==> src/rtl/cur_pkg.sv <==
package cur_pkg;
  localparam int ADDR_W    = 12;
  localparam int ROWS      = 32;
  localparam int ROW_AW    = $clog2(ROWS);
  localparam int PLANES    = 2;
  localparam int PL_SHAPE  = 0;
  localparam int PL_SELECT = 1;
  localparam logic [ADDR_W-1:0] OFS_POS    = 12'h8FC;
  localparam logic [ADDR_W-1:0] OFS_MISC   = 12'h818;
  localparam logic [ADDR_W-1:0] OFS_SHAPE  = 12'h900;
  localparam logic [ADDR_W-1:0] OFS_SELECT = 12'h980;
  localparam int STATUS_BIT = 25;
  localparam logic [15:0] OFFSCREEN = 16'hF000;
endpackage

==> src/rtl/cur_regs.sv <==
module cur_regs
  import cur_pkg::*;
#(
  parameter int CW = 16
) (
  input  logic              clk,
  input  logic              rst,
  input  logic              wr,
  input  logic              rd,
  input  logic [ADDR_W-1:0] addr,
  input  logic [31:0]       wdata,
  output logic [31:0]       rdata,
  output logic [CW-1:0]     pos_x,
  output logic [CW-1:0]     pos_y,
  output logic [PLANES-1:0] plane_we,
  output logic [ROW_AW-1:0] plane_wa
);
  localparam int WIN_LSB = ROW_AW + 2;

  logic [31:0] misc_q;
  logic        hit_shape, hit_select;

  // each plane is a 128-byte window; the row index sits above the byte lane
  assign hit_shape  = addr[ADDR_W-1:WIN_LSB] == OFS_SHAPE[ADDR_W-1:WIN_LSB];
  assign hit_select = addr[ADDR_W-1:WIN_LSB] == OFS_SELECT[ADDR_W-1:WIN_LSB];
  assign plane_wa   = addr[WIN_LSB-1:2];

  always_comb begin
    plane_we            = '0;
    plane_we[PL_SHAPE]  = wr && hit_shape;
    plane_we[PL_SELECT] = wr && hit_select;
  end

  always_ff @(posedge clk) begin
    if (rst) begin
      pos_x  <= CW'(OFFSCREEN);
      pos_y  <= CW'(OFFSCREEN);
      misc_q <= '0;
    end else if (wr) begin
      if (addr == OFS_POS) begin
        pos_x <= wdata[31:16];
        pos_y <= wdata[15:0];
      end
      if (addr == OFS_MISC) misc_q <= wdata;
    end
  end

  always_ff @(posedge clk) begin
    if (rst) rdata <= '0;
    else if (rd && addr == OFS_MISC) rdata <= misc_q | (32'd1 << STATUS_BIT);
    else rdata <= '0;
  end
endmodule

==> src/rtl/cur_plane.sv <==
module cur_plane
  import cur_pkg::*;
(
  input  logic              clk,
  input  logic              we,
  input  logic [ROW_AW-1:0] wa,
  input  logic [31:0]       wd,
  input  logic [ROW_AW-1:0] ra,
  output logic [31:0]       rd
);
  // small distributed RAM: synchronous write, asynchronous read
  logic [31:0] mem [ROWS];

  always_ff @(posedge clk) begin
    if (we) mem[wa] <= wd;
  end

  assign rd = mem[ra];
endmodule

==> src/rtl/cur_mix.sv <==
module cur_mix
  import cur_pkg::*;
#(
  parameter int WIDTH  = 1024,
  parameter int HEIGHT = 768,
  parameter int CW     = 16,
  parameter int PW     = 24
) (
  input  logic              clk,
  input  logic              rst,
  input  logic              pix_valid,
  input  logic [CW-1:0]     pix_x,
  input  logic [CW-1:0]     pix_y,
  input  logic [PW-1:0]     pix_rgb,
  input  logic [PW-1:0]     col2,
  input  logic [PW-1:0]     col3,
  input  logic [CW-1:0]     pos_x,
  input  logic [CW-1:0]     pos_y,
  output logic [ROW_AW-1:0] row_sel,
  input  logic [31:0]       shape_row,
  input  logic [31:0]       select_row,
  output logic              out_valid,
  output logic [CW-1:0]     out_x,
  output logic [CW-1:0]     out_y,
  output logic [PW-1:0]     out_rgb
);
  logic [CW-1:0]     dx, dy;
  logic              in_rows, in_cols, on_screen, draw;
  logic [ROW_AW-1:0] bit_idx;
  logic [PW-1:0]     next_rgb;

  // offsets are taken only when the pixel is at or past the corner, so no wrap
  assign dx = pix_x - pos_x;
  assign dy = pix_y - pos_y;
  assign in_rows   = (pix_y >= pos_y) && (dy < CW'(ROWS));
  assign in_cols   = (pix_x >= pos_x) && (dx < CW'(ROWS));
  assign on_screen = (pix_x < CW'(WIDTH)) && (pix_y < CW'(HEIGHT)) &&
                     (pos_x < CW'(WIDTH));
  assign row_sel   = dy[ROW_AW-1:0];
  assign bit_idx   = ~dx[ROW_AW-1:0];
  assign draw      = in_rows && in_cols && on_screen && shape_row[bit_idx];

  always_comb begin
    next_rgb = pix_rgb;
    if (draw) next_rgb = select_row[bit_idx] ? col3 : col2;
  end

  always_ff @(posedge clk) begin
    if (rst) begin
      out_valid <= 1'b0;
      out_x     <= '0;
      out_y     <= '0;
      out_rgb   <= '0;
    end else begin
      out_valid <= pix_valid;
      out_x     <= pix_x;
      out_y     <= pix_y;
      out_rgb   <= next_rgb;
    end
  end
endmodule

==> src/rtl/cursor_overlay.sv <==
module cursor_overlay
  import cur_pkg::*;
#(
  parameter int WIDTH  = 1024,
  parameter int HEIGHT = 768,
  parameter int CW     = 16,
  parameter int PW     = 24
) (
  input  logic              clk,
  input  logic              rst,
  input  logic              reg_wr,
  input  logic              reg_rd,
  input  logic [ADDR_W-1:0] reg_addr,
  input  logic [31:0]       reg_wdata,
  output logic [31:0]       reg_rdata,
  input  logic [PW-1:0]     ovl_col2,
  input  logic [PW-1:0]     ovl_col3,
  input  logic              pix_valid,
  input  logic [CW-1:0]     pix_x,
  input  logic [CW-1:0]     pix_y,
  input  logic [PW-1:0]     pix_rgb,
  output logic              out_valid,
  output logic [CW-1:0]     out_x,
  output logic [CW-1:0]     out_y,
  output logic [PW-1:0]     out_rgb
);
  logic [CW-1:0]     cur_x, cur_y;
  logic [PLANES-1:0] plane_we;
  logic [ROW_AW-1:0] plane_wa, row_sel;
  logic [31:0]       plane_row [PLANES];

  cur_regs #(.CW(CW)) u_regs (
    .clk(clk), .rst(rst), .wr(reg_wr), .rd(reg_rd), .addr(reg_addr),
    .wdata(reg_wdata), .rdata(reg_rdata), .pos_x(cur_x), .pos_y(cur_y),
    .plane_we(plane_we), .plane_wa(plane_wa)
  );

  for (genvar g = 0; g < PLANES; g++) begin : g_plane
    cur_plane u_plane (
      .clk(clk), .we(plane_we[g]), .wa(plane_wa), .wd(reg_wdata),
      .ra(row_sel), .rd(plane_row[g])
    );
  end

  cur_mix #(.WIDTH(WIDTH), .HEIGHT(HEIGHT), .CW(CW), .PW(PW)) u_mix (
    .clk(clk), .rst(rst), .pix_valid(pix_valid), .pix_x(pix_x),
    .pix_y(pix_y), .pix_rgb(pix_rgb), .col2(ovl_col2), .col3(ovl_col3),
    .pos_x(cur_x), .pos_y(cur_y), .row_sel(row_sel),
    .shape_row(plane_row[PL_SHAPE]), .select_row(plane_row[PL_SELECT]),
    .out_valid(out_valid), .out_x(out_x), .out_y(out_y), .out_rgb(out_rgb)
  );
endmodule

==> config.mk <==
export PLATFORM = sky130hd
export DESIGN_NAME = cursor_overlay
export DESIGN_NICKNAME = d
export VERILOG_FILES = /design/src/rtl/cur_pkg.sv /design/src/rtl/cur_regs.sv /design/src/rtl/cur_plane.sv /design/src/rtl/cur_mix.sv /design/src/rtl/cursor_overlay.sv
export SDC_FILE = /design/constraint.sdc
export NUM_CORES = 2
export LEC_CHECK = 0
export BUFFER_PORTS_ARGS = -buffer_cell sky130_fd_sc_hd__buf_4
export CORE_MARGIN = 5
export CORE_UTILIZATION = 55
export DETAILED_ROUTE_END_ITERATION = 8
export GPL_ROUTABILITY_DRIVEN = 0
export HOLD_SLACK_MARGIN = 0.1
export PLACE_DENSITY = 0.72
export REMOVE_ABC_BUFFERS = 1
export SLEW_MARGIN = 20
export SYNTH_ARGS = -nofsm -noshare
export SYNTH_HDL_FRONTEND = slang
export SYNTH_SLANG_ARGS = --single-unit
==> constraint.sdc <==
create_clock -name clk -period 12.24 [get_ports clk]
set_input_delay 1.224 -clock clk [delete_from_list [all_inputs] [get_ports clk]]
set_output_delay 1.224 -clock clk [all_outputs]
set_load 0.005 [all_outputs]
==> qor.yml <==
worstSkewPairLatency_ns: 0.83
critPathKind: "in2reg"
drive_above_1_share_pct: 27.16
antenna_found_initial: 21
synth_compound_area_share_pct: 2.719
ys_ff_latch: 2200
cts_buffers: 203
wl_mm: 228.0
synth_top_family_by_area: "multiplexers"
ant_nets: 0
layout.cells.most_common: "edfxtp_1"
relSlewSlack_pct: 25.95
hold_path_class: "reg2reg"
die-area_um2: 164800
max_freq_mhz: 151.6
reg2reg_depth: 12
p_per_area_nw_per_um2: 158.3
multiInputGateArea_um2: 20600
grt_first_pass_wirelength_mm: 324.7
placed_area_um2: 90720
die_x_um: 406.0
cts_sinks: 2200
skew_ns: 0.02376
r2r_slack_ns: 5.88
yosys.area_share.simple_pct: 4.331
cts_hold_buffers: 0
fin_hold_ws_ns: 0.4455
min_path_cells: 2
postLayoutCellArea_um2: 97340
cts_resized: 0
clk_path_buf_depth: 3
synth-xor-area-share_pct: 0.1828
post_cts_buffers: 0
outcome: "completed"
period_needed_ns: 6.595
nFillCells: 10438
synth.distinct_cells: 96
r2r-start: "u_regs.pos_y[0]"
rsz0062_at_grt: "no"
fin_cells: 6875
async_flop_share_pct: 0
syn_avg_cell_area_um2: 20.08
grt_usage_pct: 27.87
wl_per_cell_um: 33.16
io_buffer_count: 241
r2r-end: "u_mix.out_rgb[17]"
cts-root-buf: "clkbuf_16"
max-cap-violations: 0
vias: 45371
synthMuxAreaShare_pct: 15.46
finalHoldViolCount: 0
die_h_um: 406.0
routed_via_density: 6.599
yosysSeqAreaShare_pct: 74.85
cts_max_level: 4
min_to: "u_regs.misc_q[10]"
core_area_um2: 156000
maxSlewViolCount: 0
final_net_count: 4815
cp.arrival_ns: 7.28
initial_core_util_pct: 55.27
grt_pass1_vias: 44758
tightest_slew_ns: 1.104
synth_edf_count: 2048
io-pin-count: 242
cp.required_ns: 12.93
endpoint_kind: "flip-flop"
drc: 0
dp_hpwl_mm: 124.1
clk_pin_slew_ns: 0.06
setup_viol: 0
syn-cell-area_um2: 86230
power_mw: 15.41
dp.cells: 6481
ir_drop_mv: 0.1100
yosys_warnings: 0
dr.first_iter.drc_count: 6438
areaGrowthSynthToFinish_pct: 12.88
seq_area_um2: 64540
synthFlopType: "edfxtp_1"
grt_max_degree: 118
core.rowCount: 145
path_max_fanout: 117
p_leak_nw: 31.18
post-route-period-util_pct: 53.88
min_from: "u_regs.misc_q[10]"
grt-ovfl-total: 0
synthCells: 4295
worstSetupStartpointType: "primary input"
firstDrtPassIters: 7
cts_tree: "yes"
synth_fa_ha_area_share_pct: 0.5108
final_cell_mix: "edfxtp_1, mux4_2, nand2_1, buf_4, clkbuf_16"
-- metal layers --
layer,up-vias,share of wire (%),GRT usage [%]
met1,23562,37,39.18
met4,8,3.4,9.341
met3,423,13,7.561
met2,3107,47,43.10
li1,18271,-,-
met5,-,0.024,0
-- cells in the mapped netlist (all sizes together), types with 10 or more instances --
cell	instances	area (um^2)
and3	23	143.9
nand4	40	250.2
buf	152	1172
clkbuf	80	315.3
mux2	11	123.9
nor2	122	460.5
mux4	551	12500
nand3	88	440.4
nor3	12	65.06
a31oi	34	212.7
o211ai	16	125.1
dfxtp	152	3043
a211oi	33	347.8
o21ai	38	205.2
nor2b	36	225.2
a21oi	111	555.5
nand2b	11	68.82
mux2i	70	700.7
ha	32	400.4
edfxtp	2048	61500
nor4	21	131.4
and2	34	212.7
nand2	372	1406
inv	47	176.4
o2111ai	10	93.84
-- power breakdown --
| group | internal, mW | switching [mW] |
|---|---|---|
| Combinational | 0.336 | 0.610 |
| Clock | 3.55 | 2.69 |
| Sequential | 8.22 | 0.00485 |
-- kinds of logic after synthesis --
kind of cell,count (synthesis)
buf+inv,281
simple gates,798
mux,632
compound gates,335
flops,2200
fa+ha+maj,34
xor+xnor,15
-- critical path, cell delays in order --
cell and delay [ns]:
buf_4 0.09, inv_1 0.07, ha_4 0.17, fa_4 1.39
buf_12 0.54, mux4_2 0.42, mux2_2 0.28, a221oi_1 0.78
a22oi_1 0.22, a41oi_1 0.30, o211ai_1 0.43, and4_1 0.66
a21oi_1 0.35, a211oi_2 0.07
-- layout make-up --
type | count | area share [%]
Multi-Input combinational cell | 1814 | 21.17
Clock buffer | 263 | 5.776
Inverter | 47 | 0.1812
Tap cell | 2058 | 2.645
Sequential cell | 2200 | 66.31
Timing Repair Buffer | 362 | 2.903
Clock inverter | 116 | 0.9795
Antenna cell | 15 | 0.03856
-- worst max path at each step --
stage	from	end	cells after the start
6_report	pix_y[0]	u_mix.out_rgb[17]	14
5_1_grt	pix_y[0]	u_mix.out_rgb[23]	16
4_1_cts	pix_y[0]	u_mix.out_rgb[10]	15
3_5_place_dp	pix_y[0]	u_mix.out_rgb[10]	15
3_3_place_gp	pix_y[0]	u_mix.out_rgb[11]	15
2_1_floorplan	pix_y[0]	u_mix.out_rgb[0]	11
-- metrics by stage --
stage               TNS (ns)  setup WS [ns]  util, %
floorplan            -293.04         -12.22        -
global placement           0          4.771    58.13
detailed placement         0          4.917    58.15
CTS                        0          5.819    62.36
global route               0          5.467    62.37
finish                     0          5.645    62.38
-- state kept, by name, summed over array words and instances, names as in the netlist --
| signal | cells |
|---|---|
| u_regs.rdata | 32 |
| u_mix.out_y | 16 |
| u_regs.pos_y | 16 |
| u_regs.misc_q | 31 |
| u_regs.pos_x | 16 |
| u_mix.out_rgb | 24 |
| g_plane.u_plane.mem | 2048 |
| u_mix.out_x | 16 |
| u_mix.out_valid | 1 |
(Power assumes the default switching activity.)
